`src/rtl/efr_pkg.sv`:
```
package efr_pkg;

    localparam logic [7:0] SYNC_WORD  = 8'b1001_0000;
    localparam int         PAYLOAD_W  = 24;
    localparam int         VALUE_W    = 16;
    localparam int         CODE_W     = 5;
    localparam int         N_CODES    = 1 << CODE_W;
    localparam int         BP_SCALE   = 64;

    typedef enum logic {
        ST_SEEK,
        ST_PAYLOAD
    } rx_state_e;

    typedef struct packed {
        logic [VALUE_W-1:0] value;
        logic               tog;
        logic               good;
    } frame_t;

    // CRC over x^4 + x + 1, zero seed, MSB first
    function automatic logic [3:0] crc4_calc(input logic [19:0] data);
        logic [3:0] c;
        logic       fb;
        c = 4'h0;
        for (int k = 19; k >= 0; k--) begin
            fb = data[k] ^ c[3];
            c  = {c[2:0], 1'b0} ^ (fb ? 4'b0011 : 4'b0000);
        end
        return c;
    endfunction

    // Ascending breakpoint for code index idx
    function automatic logic [16:0] breakpoint(input int idx);
        return 17'(BP_SCALE * idx * idx);
    endfunction

endpackage

```
`src/rtl/frame_deser.sv`:
```
module frame_deser
    import efr_pkg::*;
(
    input  logic   clk,
    input  logic   rst,
    input  logic   ser_bit,
    input  logic   ser_stb,
    output logic   done,
    output frame_t frm
);

    localparam int CNT_W = $clog2(PAYLOAD_W);

    rx_state_e            state;
    logic [7:0]           sync_sr;
    logic [PAYLOAD_W-1:0] pay_sr;
    logic [CNT_W-1:0]     bit_idx;
    logic [7:0]           sync_nxt;
    logic [PAYLOAD_W-1:0] pay_nxt;
    logic                 crc_match;

    always_comb begin
        sync_nxt  = {sync_sr[6:0], ser_bit};
        pay_nxt   = {pay_sr[PAYLOAD_W-2:0], ser_bit};
        crc_match = (crc4_calc(pay_nxt[23:4]) == pay_nxt[3:0]);
    end

    always_ff @(posedge clk) begin
        if (rst) begin
            state   <= ST_SEEK;
            sync_sr <= '0;
            pay_sr  <= '0;
            bit_idx <= '0;
            done    <= 1'b0;
            frm     <= '0;
        end else begin
            done <= 1'b0;
            if (ser_stb) begin
                case (state)
                    ST_SEEK: begin
                        sync_sr <= sync_nxt;
                        if (sync_nxt == SYNC_WORD) begin
                            state   <= ST_PAYLOAD;
                            bit_idx <= '0;
                        end
                    end
                    ST_PAYLOAD: begin
                        pay_sr <= pay_nxt;
                        if (bit_idx == CNT_W'(PAYLOAD_W - 1)) begin
                            state     <= ST_SEEK;
                            sync_sr   <= '0;
                            done      <= 1'b1;
                            frm.value <= pay_nxt[23:8];
                            frm.tog   <= pay_nxt[7];
                            frm.good  <= crc_match;
                        end else begin
                            bit_idx <= bit_idx + 1'b1;
                        end
                    end
                    default: state <= ST_SEEK;
                endcase
            end
        end
    end

endmodule

```
`src/rtl/link_monitor.sv`:
```
module link_monitor
    import efr_pkg::*;
#(
    parameter int LOST_CYCLES  = 250_000,
    parameter int STALE_CYCLES = 250_000_000,
    parameter int WARN_WINDOW  = 250_000_000,
    parameter int WARN_LIMIT   = 10,
    parameter int CNT_W        = 16
) (
    input  logic               clk,
    input  logic               rst,
    input  logic               done,
    input  frame_t             frm,
    output logic [VALUE_W-1:0] value,
    output logic               ok,
    output logic               lost,
    output logic               stale,
    output logic               warn,
    output logic [CNT_W-1:0]   frame_cnt,
    output logic [CNT_W-1:0]   crc_cnt,
    output logic [CNT_W-1:0]   lost_cnt
);

    localparam int GAP_W  = $clog2(LOST_CYCLES + 1);
    localparam int AGE_W  = $clog2(STALE_CYCLES + 1);
    localparam int WIN_W  = $clog2(WARN_WINDOW + 1);
    localparam int ERR_W  = $clog2(WARN_LIMIT + 2);

    logic [GAP_W-1:0] gap_t;
    logic [AGE_W-1:0] age_t;
    logic [WIN_W-1:0] win_t;
    logic [ERR_W-1:0] err_n;
    logic             have_val;
    logic             last_tog;
    logic             good_frm;
    logic             bad_frm;
    logic             lost_evt;
    logic             take;
    logic             win_end;
    logic             err_evt;

    always_comb begin
        good_frm = done && frm.good;
        bad_frm  = done && !frm.good;
        lost_evt = !good_frm && (gap_t == GAP_W'(LOST_CYCLES - 1));
        take     = good_frm && (!have_val || (frm.tog != last_tog));
        win_end  = (win_t == WIN_W'(WARN_WINDOW - 1));
        err_evt  = bad_frm || lost_evt;
        ok       = have_val && !lost && !stale;
    end

    always_ff @(posedge clk) begin
        if (rst) begin
            gap_t     <= '0;
            age_t     <= '0;
            win_t     <= '0;
            err_n     <= '0;
            have_val  <= 1'b0;
            last_tog  <= 1'b0;
            value     <= '0;
            lost      <= 1'b0;
            stale     <= 1'b0;
            warn      <= 1'b0;
            frame_cnt <= '0;
            crc_cnt   <= '0;
            lost_cnt  <= '0;
        end else begin
            if (done)     frame_cnt <= frame_cnt + 1'b1;
            if (bad_frm)  crc_cnt   <= crc_cnt + 1'b1;
            if (lost_evt) lost_cnt  <= lost_cnt + 1'b1;

            // frame window watchdog
            if (good_frm || lost_evt) gap_t <= '0;
            else                      gap_t <= gap_t + 1'b1;
            if (good_frm)      lost <= 1'b0;
            else if (lost_evt) lost <= 1'b1;

            // value freshness watchdog
            if (take) begin
                have_val <= 1'b1;
                last_tog <= frm.tog;
                value    <= frm.value;
                age_t    <= '0;
                stale    <= 1'b0;
            end else if (age_t == AGE_W'(STALE_CYCLES - 1)) begin
                stale <= 1'b1;
            end else begin
                age_t <= age_t + 1'b1;
            end

            // error-rate window
            if (win_end) begin
                win_t <= '0;
                err_n <= '0;
                warn  <= 1'b0;
            end else begin
                win_t <= win_t + 1'b1;
                if (err_evt) begin
                    if (err_n <= ERR_W'(WARN_LIMIT)) err_n <= err_n + 1'b1;
                    if (err_n >= ERR_W'(WARN_LIMIT)) warn  <= 1'b1;
                end
            end
        end
    end

endmodule

```
`src/rtl/energy_map.sv`:
```
module energy_map
    import efr_pkg::*;
(
    input  logic [VALUE_W-1:0] value,
    output logic [CODE_W-1:0]  code
);

    logic [N_CODES-1:1] at_or_above;

    for (genvar i = 1; i < N_CODES; i++) begin : g_cmp
        assign at_or_above[i] = ({1'b0, value} >= breakpoint(i));
    end

    always_comb begin
        code = '0;
        for (int i = 1; i < N_CODES; i++) begin
            if (at_or_above[i]) code = CODE_W'(i);
        end
    end

endmodule

```
`src/rtl/dual_energy_rx.sv`:
```
module dual_energy_rx
    import efr_pkg::*;
#(
    parameter int LOST_CYCLES  = 250_000,
    parameter int STALE_CYCLES = 250_000_000,
    parameter int WARN_WINDOW  = 250_000_000,
    parameter int WARN_LIMIT   = 10,
    parameter int CNT_W        = 16
) (
    input  logic                   clk,
    input  logic                   rst,
    input  logic [1:0]             lnk_bit,
    input  logic [1:0]             lnk_stb,
    output logic [4:0]             energy_code,
    output logic                   energy_err,
    output logic                   src_b,
    output logic [1:0]             link_ok,
    output logic [1:0]             link_lost,
    output logic [1:0]             link_stale,
    output logic [1:0]             link_warn,
    output logic [1:0][CNT_W-1:0]  frame_cnt,
    output logic [1:0][CNT_W-1:0]  crc_err_cnt,
    output logic [1:0][CNT_W-1:0]  lost_cnt
);

    localparam int N_LINKS = 2;

    logic [N_LINKS-1:0]              frm_done;
    frame_t                          frm [N_LINKS];
    logic [N_LINKS-1:0][VALUE_W-1:0] lnk_value;
    logic [VALUE_W-1:0]              pick_value;
    logic [CODE_W-1:0]               pick_code;
    logic [CODE_W-1:0]               code_nxt;
    logic                            err_nxt;
    logic                            src_nxt;

    for (genvar i = 0; i < N_LINKS; i++) begin : g_link
        frame_deser deser_i (
            .clk     (clk),
            .rst     (rst),
            .ser_bit (lnk_bit[i]),
            .ser_stb (lnk_stb[i]),
            .done    (frm_done[i]),
            .frm     (frm[i])
        );

        link_monitor #(
            .LOST_CYCLES  (LOST_CYCLES),
            .STALE_CYCLES (STALE_CYCLES),
            .WARN_WINDOW  (WARN_WINDOW),
            .WARN_LIMIT   (WARN_LIMIT),
            .CNT_W        (CNT_W)
        ) mon_i (
            .clk       (clk),
            .rst       (rst),
            .done      (frm_done[i]),
            .frm       (frm[i]),
            .value     (lnk_value[i]),
            .ok        (link_ok[i]),
            .lost      (link_lost[i]),
            .stale     (link_stale[i]),
            .warn      (link_warn[i]),
            .frame_cnt (frame_cnt[i]),
            .crc_cnt   (crc_err_cnt[i]),
            .lost_cnt  (lost_cnt[i])
        );
    end

    assign pick_value = link_ok[0] ? lnk_value[0] : lnk_value[1];

    energy_map map_i (
        .value (pick_value),
        .code  (pick_code)
    );

    always_comb begin
        code_nxt = energy_code;
        err_nxt  = 1'b0;
        src_nxt  = src_b;
        if (&link_lost) begin
            code_nxt = CODE_W'(N_CODES - 1);
            err_nxt  = 1'b1;
        end else if (link_ok[0]) begin
            code_nxt = pick_code;
            src_nxt  = 1'b0;
        end else if (link_ok[1]) begin
            code_nxt = pick_code;
            src_nxt  = 1'b1;
        end
    end

    always_ff @(posedge clk) begin
        if (rst) begin
            energy_code <= '0;
            energy_err  <= 1'b0;
            src_b       <= 1'b0;
        end else begin
            energy_code <= code_nxt;
            energy_err  <= err_nxt;
            src_b       <= src_nxt;
        end
    end

endmodule

```
`config.mk`:
```
export PLATFORM = sky130hd
export DESIGN_NAME = dual_energy_rx
export DESIGN_NICKNAME = d
export VERILOG_FILES = /design/src/rtl/efr_pkg.sv /design/src/rtl/frame_deser.sv /design/src/rtl/link_monitor.sv /design/src/rtl/energy_map.sv /design/src/rtl/dual_energy_rx.sv
export SDC_FILE = /design/constraint.sdc
export NUM_CORES = 1
export LEC_CHECK = 0
export ABC_AREA = 1
export BUFFER_PORTS_ARGS = -buffer_cell sky130_fd_sc_hd__buf_2
export CORE_MARGIN = 8
export CORE_UTILIZATION = 60
export DETAILED_ROUTE_END_ITERATION = 10
export GPL_TIMING_DRIVEN = 0
export PLACE_DENSITY = 0.79
export SYNTH_ARGS = -nofsm -noshare
export SYNTH_HDL_FRONTEND = slang
export SYNTH_SLANG_ARGS = --single-unit
```
`constraint.sdc`:
```
create_clock -name clk -period 8.4 [get_ports clk]
set_clock_uncertainty 0.1 [all_clocks]
set_input_delay 0.84 -clock clk [delete_from_list [all_inputs] [get_ports clk]]
set_output_delay 0.84 -clock clk [all_outputs]
set_load 0.02 [all_outputs]
```
==> Yosys cells after proc, flatten, opt, wreduce, memory -nomap -nowiden <==
Index checks and enable logic that the tools add are counted.
{ "word_totals": {"reg_bits": 411, "inputBits": 6, "out_inout_bits": 111} }
{ "op_classes": {"addsub": 16, "order_cmp": 35, "n_eq_ne": 20, "mux": 96, "bitwise_logic": 81, "n_reduce_logical": 54} }
{ "ops": {"columns": ["op", "count"], "rows": [
  ["$xor 4x4->4", 38],
  ["$ge 16x16->1 const B", 9],
  ["$mux 5", 23],
  ["$add 28x1->28 const B", 4],
  ["$eq 28x28->1 const B", 4],
  ["$ge 16x15->1 const B", 7],
  ["$add 16x1->16 const B", 6],
  ["$mux 2", 42],
  ["$ge 16x13->1 const B", 4],
  ["$ge 16x14->1 const B", 4],
  ["$add 18x1->18 const B", 2],
  ["$eq 18x18->1 const B", 2],
  ["$xor 1x1->1", 36],
  ["$ge 16x11->1 const B", 2],
  ["$ge 16x12->1 const B", 2],
  ["$mux 4", 8],
  ["$pmux 7 s2", 2],
  ["$pmux 5 s2", 2],
  ["$reduce_and 2->1", 10],
  ["$eq 8x8->1 const B", 2],
  ["$ge 16x10->1 const B", 1],
  ["$ge 16x7->1 const B", 1],
  ["$ge 16x9->1 const B", 1],
  ["$mux 16", 1],
  ["other kinds (23)", 89]
]} }

==> Longest topological paths before layout <==
Gate-level depths: netlist of the first run.
{ "depth": {"depth_word": 58, "depth_mapped": 33, "mapped_depth_nobuf": 33} }

==> Hierarchy <==
From an unflattened synthesis of the first run, not the netlist that was laid out.
{ "hier_totals": {"cells_unflattened": 3088, "area_unflattened_um2": 21275.4} }
{ "by_module_without_submodules": {"columns": ["module", "instances", "cells_per_inst", "area_each_um2"], "rows": [
  ["link_monitor (g_link[1].mon_i)", 1, 1044, 7360.8],
  ["link_monitor (g_link[0].mon_i)", 1, 1039, 7267.0],
  ["frame_deser", 2, 406, 2730.1],
  ["energy_map", 1, 134, 654.4],
  ["dual_energy_rx", 1, 59, 533.0]
]} }

==> Worst setup path before layout of the first run <==
OpenSTA, ideal clock, no wires.
{ "synth_path": {"path_kind": "register to register", "from": "register g_link[1].mon_i.age_t[0]", "to": "register g_link[1].mon_i.age_t[27]", "setup_time_ns": 0.119, "arrival_time_ns": 2.701, "path_slack_ns": 5.479, "stages_incl_launch_ff": 22, "n_path_buf": 0, "period_less_slack_ns": 2.921, "path_cell_list": "dfxtp_1 ha_1 nand2_1 nor2_1 nand2_1 nor4_1 nand2_1 inv_1 nor3_1 inv_1 nor2_1 inv_1 nor2_1 inv_1 nor3_1 nand3_1 nor2_1 nand2_1 inv_1 nand4_1 o21ai_0 a21oi_1"} }
{ "synth_via": {"elab_chain_cells": 1} }
{ "synth_rtl": {"columns": ["item", "line", "source"], "rows": [
  ["start: declaration", "link_monitor.sv:30", "logic [AGE_W-1:0] age_t;"],
  ["start signal: assignment", "link_monitor.sv:88", "age_t <= age_t + 1'b1;"],
  ["$add 28x1->28 or $eq 28x28->1 (tied branches)", "link_monitor.sv:88, link_monitor.sv:85", null]
]} }
Parallel ways exist; a longest one is shown, timed or not.
A chain may end at the register's enable or synchronous reset.

==> Worst setup path after layout of the first run <==
Ends and elaborated chain as after synthesis.

==> qor.txt, run 1 <==
Clk buf depth = 3
Peak supply drop = 0.177 mV
Hold Vio Cnt, Final = 0
#FFs+latches synth = 387
Hold Path Class = flop to flop
Switch Pwr = 0.808 mW
Clk pwr share = 51.1%
Post-Synth Simple-Gate Area = 25.5%
Worst Path Required = 8.73 ns
DPL Wire Length = 32.0 mm
M1 WL = 19.5 mm
Crit Path Category = flop to flop
Sequential area share after synthesis = 43.4%
Post-synthesis cell area = 0.0178 mm^2
Ant. Diodes = 0
CTS tree = built
Post-synthesis mux area share = 0%
Synthesis-to-finish area growth = 14.6%
Pwr dens = 193 mW/mm^2
Post-synth top area share = 43.4%
Ports = 117
# rows = 63
HP Start = g_link[0].mon_i.win_t[0]$_SDFF_PP0_
Post-layout util = 69.4%
Commonest cells in the netlist = dfxtp_1, nand2_1, inv_1
Pre-Repair DR Iteration Count = 6
Core ar. = 0.0295 mm^2
Antenna violations before repair = 1
Async SR Flop Fraction = 0%
Final worst path period share = 42.5%
DRC errors left = 0
Final hold slack = 0.349 ns
Top cell type by total area after synthesis = dfxtp_1
Sw frac = 20.4%
Crit Path Max Fanout = 7
Hold Crit Depth = 1
Xor and xnor fraction of the mapped netlist area = 4.73%
Top_reg_cell synth = dfxtp_1
Ranking of synthesized cells by area = dfxtp_1, nand2_1, inv_1
Fin crit period = 3.57 ns
DIE HEIGHT = 188 um
LEAKAGE = 7.84 nW
Number of enable flip-flop cells after synthesis = 0
Combinational Power Share = 2.2%
Pint = 3.14 mW
Unrepaired setup endpoints after global routing = false
Clock slew at reported path FFs = 0.06 ns
Clock sinks = 387
Cts hold-fix bufs = 0
# Post-CTS Setup Buffers = 0
Clock Root Buffer = clkbuf_16
Vias per inst = 5.47
Fraction of layout cells with a size suffix above 1 = 8.33%
CP Launch Type = flop
Die X = 188 um
Worst Setup SP = g_link[1].mon_i.age_t[0]$_SDFFE_PP0P_
Iter 0 DRT Violations = 1148
DR WL/cell = 14.4 um
DIE AREA = 0.0355 mm^2
Routed Antenna Nets = 0
GRT Resource Usage Total = 23.8%
R2R depth = 21
Port Buffers = 116
Met2 Routed Length = 20.9 mm
TritonCTS buffer count = 41
Final setup TNS = 0 ns
Synth Area in Adders = 1.26%
Vias in the first global route = 15931
DR top layer = met5
Met3 Routed Length = 2.48 mm
Status = complete, no violations
Setup Viol. Count Final = 0
Worst skew pair latency = 0.54 ns
Worst slew pin tran = 0.970 ns
Slew headroom = 35.3%
Most frequent cell after synthesis = dfxtp_1
Yosys warns = 0
Syn nets = 2512
Largest net degree at the start of global routing = 15
Compound-Gate Fraction of Synth Area = 15.5%
Max Slew Vio Count = 0
Worst Path Arrival = 3.90 ns
CTS-repair resized insts = 0
H-tree Lvls = 2
Initial Util = 60.5%
First-pass GRT wire length = 73.0 mm
Largest family of logic cells by synthesized area = simple AND/OR/NAND/NOR gates
Unique masters post-synth = 49
Fmax = 280 MHz
Vias = 16792
Max-Cap Viols = 0
GPL Wtd Cong = 0.925
CP Capture Type = flop
Grt ovf = 0
Total Wirelength = 44.2 mm
Final net count = 2671
Worst reg2reg startpoint = g_link[1].mon_i.age_t[0]$_SDFFE_PP0P_
Post-Synthesis Cells = 2488
Seq pwr share = 46.8%
Synthesized area per cell = 7.17 um^2
-- power by group through the flow --
stage               clock (mW)  sequential (mW)  combinational [mW]
finish                    2.02             1.85              0.0852
global route              2.13             1.85              0.0950
CTS                       2.04             1.85              0.0845
detailed placement           0             1.89              0.0836
global placement             0             1.89              0.0810
floorplan                    0             1.89              0.0544
-- area by class of cell --
cell class,count,area (um^2)
Timing Repair Buffer,116,581
Clock buffer,55,1200
Buffer,69,290
Inverter,378,1420
Fill cell,2481,9030
Sequential cell,387,7750
Clock inverter,19,337
Tap cell,390,488
Multi-Input combinational cell,1654,8390
-- cells in the final DEF (no fill, tap or decap), types with 32 or more instances in the layout --
master | synthesis | final
buf_2 | 1 | 117
clkbuf_16 | 0 | 42
o21ai_0 | 193 | 193
clkbuf_1 | 51 | 54
xor2_1 | 51 | 51
nor4_1 | 32 | 32
dfxtp_1 | 387 | 387
nand3_1 | 114 | 114
nand2_1 | 385 | 385
a21oi_1 | 252 | 252
nor3_1 | 126 | 126
nand4_1 | 57 | 57
xnor2_1 | 36 | 36
inv_1 | 374 | 374
nor2_1 | 262 | 262
-- logic make-up after synthesis --
| logic type | after synthesis |
|---|---|
| buf+inv | 447 |
| xor+xnor | 92 |
| simple gates | 1029 |
| flops | 387 |
| fa+ha+maj | 18 |
| compound gates | 515 |
-- stage by stage --
stage	instance area, um^2	std cells	power, mW	worst slack (ns)
after floorplan	17800	2488	1.94	5.48
after CTS	20500	3068	3.98	4.85
after global routing	20500	3068	4.07	4.28
final	20500	3068	3.95	4.83
after global placement	18900	2994	1.97	4.94
after detailed placement	18900	2994	1.97	4.88
-- worst max-delay path: stages (launching register included) --
cell and delay (ns):
dfxtp_1 0.33, ha_1 0.22, nand2_1 0.09, nor2_1 0.08, nand2_1 0.14, nor4_1 0.06, nand2_1 0.16, inv_1 0.13
nor3_1 0.14, inv_1 0.07, nor2_1 0.12, inv_1 0.07, nor2_1 0.12, inv_1 0.10, nor3_1 0.58, nand3_1 0.19
nor2_1 0.23, nand2_1 0.10, inv_1 0.11, nand4_1 0.10, o21ai_0 0.16, a21oi_1 0.05
-- worst paths after layout --
kind | endpoint | slack, ns
hold reg to reg | g_link[0].mon_i.win_t[0]$_SDFF_PP0_ | 0.35
setup / recovery | g_link[1].mon_i.age_t[27]$_SDFFE_PP0P_ | 4.83
hold / removal | g_link[0].mon_i.win_t[0]$_SDFF_PP0_ | 0.35
setup reg to reg | g_link[1].mon_i.age_t[27]$_SDFFE_PP0P_ | 4.83
-- metal layers --
| metal | vias up | track usage (%) |
|---|---|---|
| li1 | 8500 | - |
| met1 | 7721 | 29.6 |
| met2 | 469 | 40.9 |
| met3 | 100 | 3.84 |
| met4 | 2 | 8.54 |
| met5 | - | 0 |
-- sequential cells by signal (all words and copies together), names as in the netlist --
register / cells
energy_code: 5
energy_err: 1
g_link.deser_i.bit_idx: 10
g_link.deser_i.done: 2
g_link.deser_i.frm: 24
g_link.deser_i.pay_sr: 46
g_link.deser_i.state: 2
g_link.deser_i.sync_sr: 14
g_link.mon_i.age_t: 56
g_link.mon_i.crc_cnt: 32
g_link.mon_i.err_n: 8
g_link.mon_i.frame_cnt: 32
g_link.mon_i.gap_t: 36
g_link.mon_i.have_val: 2
g_link.mon_i.last_tog: 2
g_link.mon_i.lost: 2
g_link.mon_i.lost_cnt: 32
g_link.mon_i.stale: 2
g_link.mon_i.value: 20
g_link.mon_i.warn: 2
g_link.mon_i.win_t: 56
src_b: 1
(Power assumes the default switching activity.)
==> run 2, diff against run 1 <==
--- a/config.mk
+++ b/config.mk
@@ -8,10 +8,10 @@
 export ABC_AREA = 1
 export BUFFER_PORTS_ARGS = -buffer_cell sky130_fd_sc_hd__buf_2
 export CORE_MARGIN = 8
-export CORE_UTILIZATION = 60
+export CORE_UTILIZATION = 55
 export DETAILED_ROUTE_END_ITERATION = 10
 export GPL_TIMING_DRIVEN = 0
-export PLACE_DENSITY = 0.79
+export PLACE_DENSITY = 0.76
 export SYNTH_ARGS = -nofsm -noshare
 export SYNTH_HDL_FRONTEND = slang
 export SYNTH_SLANG_ARGS = --single-unit
==> constraint.sdc (replaced) <==
create_clock -name clk -period 3 [get_ports clk]
set_clock_uncertainty 0.1 [all_clocks]
set_input_delay 0.3 -clock clk [delete_from_list [all_inputs] [get_ports clk]]
set_output_delay 0.3 -clock clk [all_outputs]
set_load 0.02 [all_outputs]
==> run 2 against run 1 <==
Effect of this change:
- register-to-register slack got worse by 4.8 ns
- hold slack got worse by 0.33 ns
- count of clock-buffer cells in the layout increased by 5
- total power increased to 2.7 times the previous value
- die area increased by 8.3%
- flip-flop and latch count unchanged
- setup slack got worse by 4.8 ns
- combinational power increased to 2.8 times the previous value
- routed wire length increased by 2.7%
- first-iteration DRC count increased by 4.8%
- critical path type unchanged
- largest power group unchanged
==> qor.txt, run 2 (synthesized netlist as in run 1, its figures left out) <==
Status = complete, no violations (unchanged)
Unrepaired setup endpoints after global routing = true (was false)
Total Wirelength = 45.3 mm (was 44.2 mm)
Synthesis-to-finish area growth = 19.4% (was 14.6%)
Routed Antenna Nets = 0 (unchanged)
Area of the multi-input gates = 0.00889 mm^2 (was 0.00839 mm^2)
Iter 0 DRT Violations = 1203 (was 1148)
# rows = 66 (was 63)
Commonest cells after routing, fill and taps aside = dfxtp_1, inv_1, nand2_1 (was dfxtp_1, nand2_1, inv_1)
DIE AREA = 0.0385 mm^2 (was 0.0355 mm^2)
Placed cell area = 0.0189 mm^2 (about the same)
GPL Wtd Cong = 0.902 (was 0.925)
Port Buffers = 116 (unchanged)
Crit Path Max Fanout = 8 (was 7)
Max-Cap Viols = 0 (unchanged)
DPL Wire Length = 31.6 mm (was 32.0 mm)
Clock Root Buffer = clkbuf_16 (unchanged)
Seq. cell area = 0.00777 mm^2 (was 0.00775 mm^2)
Top delay family on crit path = simple AND/OR/NAND/NOR gates (unchanged)
Initial Util = 55.4% (was 60.5%)
TritonCTS buffer count = 42 (was 41)
Fin crit period = 2.93 ns (was 3.57 ns)
Slowest cell on the critical path = dfxtp_4 (was nor3_1)
Max incr delay on CP = 0.36 ns (was 0.58 ns)
LEAKAGE = 8.17 nW (was 7.84 nW)
DRC errors left = 0 (unchanged)
Setup Viol. Count Final = 0 (unchanged)
Die X = 196 um (was 188 um)
First-pass GRT wire length = 72.5 mm (was 73.0 mm)
Hold Path Class = primary input to flop (was flop to flop)
Final net count = 2721 (was 2671)
Slew headroom = 39.2% (was 35.3%)
Fraction of layout cells with a size suffix above 1 = 13.7% (was 8.33%)
Slack of the critical path = 0.0745 ns (was 4.83 ns)
Top Registers = g_link.mon_i.age_t (56), g_link.mon_i.win_t (56), g_link.deser_i.pay_sr (46) (unchanged)
Grt ovf = 0 (unchanged)
Vias = 17051 (was 16792)
DR WL/cell = 14.5 um (was 14.4 um)
Worst skew pair latency = 0.54 ns (about the same)
CTS tree = built (unchanged)
Final worst path period share = 97.5% (was 42.5%)
Core ar. = 0.0322 mm^2 (was 0.0295 mm^2)
Pwr dens = 502 mW/mm^2 (was 193 mW/mm^2)
DIE HEIGHT = 196 um (was 188 um)
Fmax = 342 MHz (was 280 MHz)
Setup WS pre-CTS = -0.544 ns (was 4.88 ns)
Fillers = 2713 (was 2481)
Antenna violations before repair = 1 (unchanged)
CP Capture Type = flop (unchanged)
Worst Path Required = 3.32 ns (was 8.73 ns)
Worst slew pin tran = 0.911 ns (was 0.970 ns)
GRT Resource Usage Total = 21.9% (was 23.8%)
Largest net degree at the start of global routing = 14 (was 15)
CP Launch Type = flop (unchanged)
Max Slew Vio Count = 0 (unchanged)
Clock slew at reported path FFs = 0.06 ns (about the same)
Clock sinks = 387 (unchanged)
Vias in the first global route = 15801 (was 15931)
Worst Path Arrival = 3.24 ns (was 3.90 ns)
Commonest non-fill, non-tap cell in the layout = dfxtp_1 (unchanged)
Ant. Diodes = 0 (unchanged)
Clk buf depth = 3 (unchanged)
Crit Path Category = flop to flop (unchanged)
Pre-Repair DR Iteration Count = 5 (was 6)
Final Cell Area = 0.0213 mm^2 (was 0.0205 mm^2)
Vias per inst = 5.44 (was 5.47)
WP buf/inv = 3 (was 5)
Ports = 117 (unchanged)
Most frequent CP cell = nand2_1 (was inv_1)
Peak supply drop = 0.458 mV (was 0.177 mV)
H-tree Lvls = 2 (unchanged)
Hold Vio Cnt, Final = 0 (unchanged)
## run 2: cell types whose count changed in the layout (fill, tap and decap cells not counted), sizes merged
cell         before  now
bufinv            9    4
dlygate4sd3       0    4
clkbuf          106  110
buf             134  180
clkinv           12   14
## run 2: power by group
group / switching [mW] / internal [mW]
Clock: 2.10 / 3.18
Sequential: 0.0187 / 5.16
Combinational: 0.176 / 0.0653
Total: 2.29 / 8.41
## run 2: worst min-delay path, delay by kind of cell
family / cells / cell delay (ns)
buffers and inverters: 2 / 0.18
and+or+nand+nor: 1 / 0.06
AOI/OAI and AO/OA: 1 / 0.06
## run 2: metrics by stage
| step | setup TNS [ns] | power (mW) | util [%] | std cells | hold slack (ns) |
|---|---|---|---|---|---|
| after floorplan | 0 | 5.44 | - | 2488 | 0.284 |
| after global placement | -1.82 | 5.52 | 58.8 | 3012 | 0.326 |
| after detailed placement | -2.26 | 5.52 | 58.8 | 3012 | 0.335 |
| after CTS | 0 | 10.8 | 63.6 | 3094 | 0.00104 |
| after global routing | -0.832 | 11.0 | 66.1 | 3137 | 0.0208 |
| final | 0 | 10.7 | 66.1 | 3137 | 0.0156 |
## run 2: path summary, 6_finish.rpt
kind                                                     startpoint                              endpoint  slack, ns  cells after the start
worst max-delay path             g_link[0].mon_i.stale$_SDFFE_PP0N_           energy_code[0]$_SDFFE_PP0P_       0.07                     30
worst min-delay path                                     lnk_stb[0]  g_link[0].deser_i.state$_SDFFE_PP0P_       0.02                      4
worst max register to register   g_link[0].mon_i.stale$_SDFFE_PP0N_           energy_code[0]$_SDFFE_PP0P_       0.07                     30
worst min register to register  g_link[1].mon_i.gap_t[0]$_SDFF_PP0_   g_link[1].mon_i.gap_t[0]$_SDFF_PP0_       0.34                      1
## run 2: routing by layer
| metal | GRT usage (%) | share of wire [%] | wire (um) |
|---|---|---|---|
| met1 | 27.6 | 44 | 19900 |
| met2 | 38.5 | 49 | 22000 |
| met4 | 5.90 | 2.1 | 939 |
| met3 | 3.29 | 5.4 | 2430 |
| met5 | 0 | 0 | 0 |
## run 2: area by class of cell
cell class / instances / share of cell area, %
Clock inverter: 16 / 0.975
Multi-Input combinational cell: 1654 / 41.7
Tap cell: 408 / 2.40
Timing Repair Buffer: 166 / 4.53
Clock buffer: 60 / 5.73
Inverter: 378 / 6.71
Sequential cell: 387 / 36.5
Buffer: 68 / 1.46
## run 2: what timing repair did
action | 4_1_cts | 5_1_grt
hold buffers | 4 | 0
buffers inserted | 3 | 42
gates cloned | 0 | 1
pin swaps | 5 | 56
gates resized for setup | 21 | 139
hold endpoints to repair | 5 | 0
setup endpoints to repair | 14 | 33
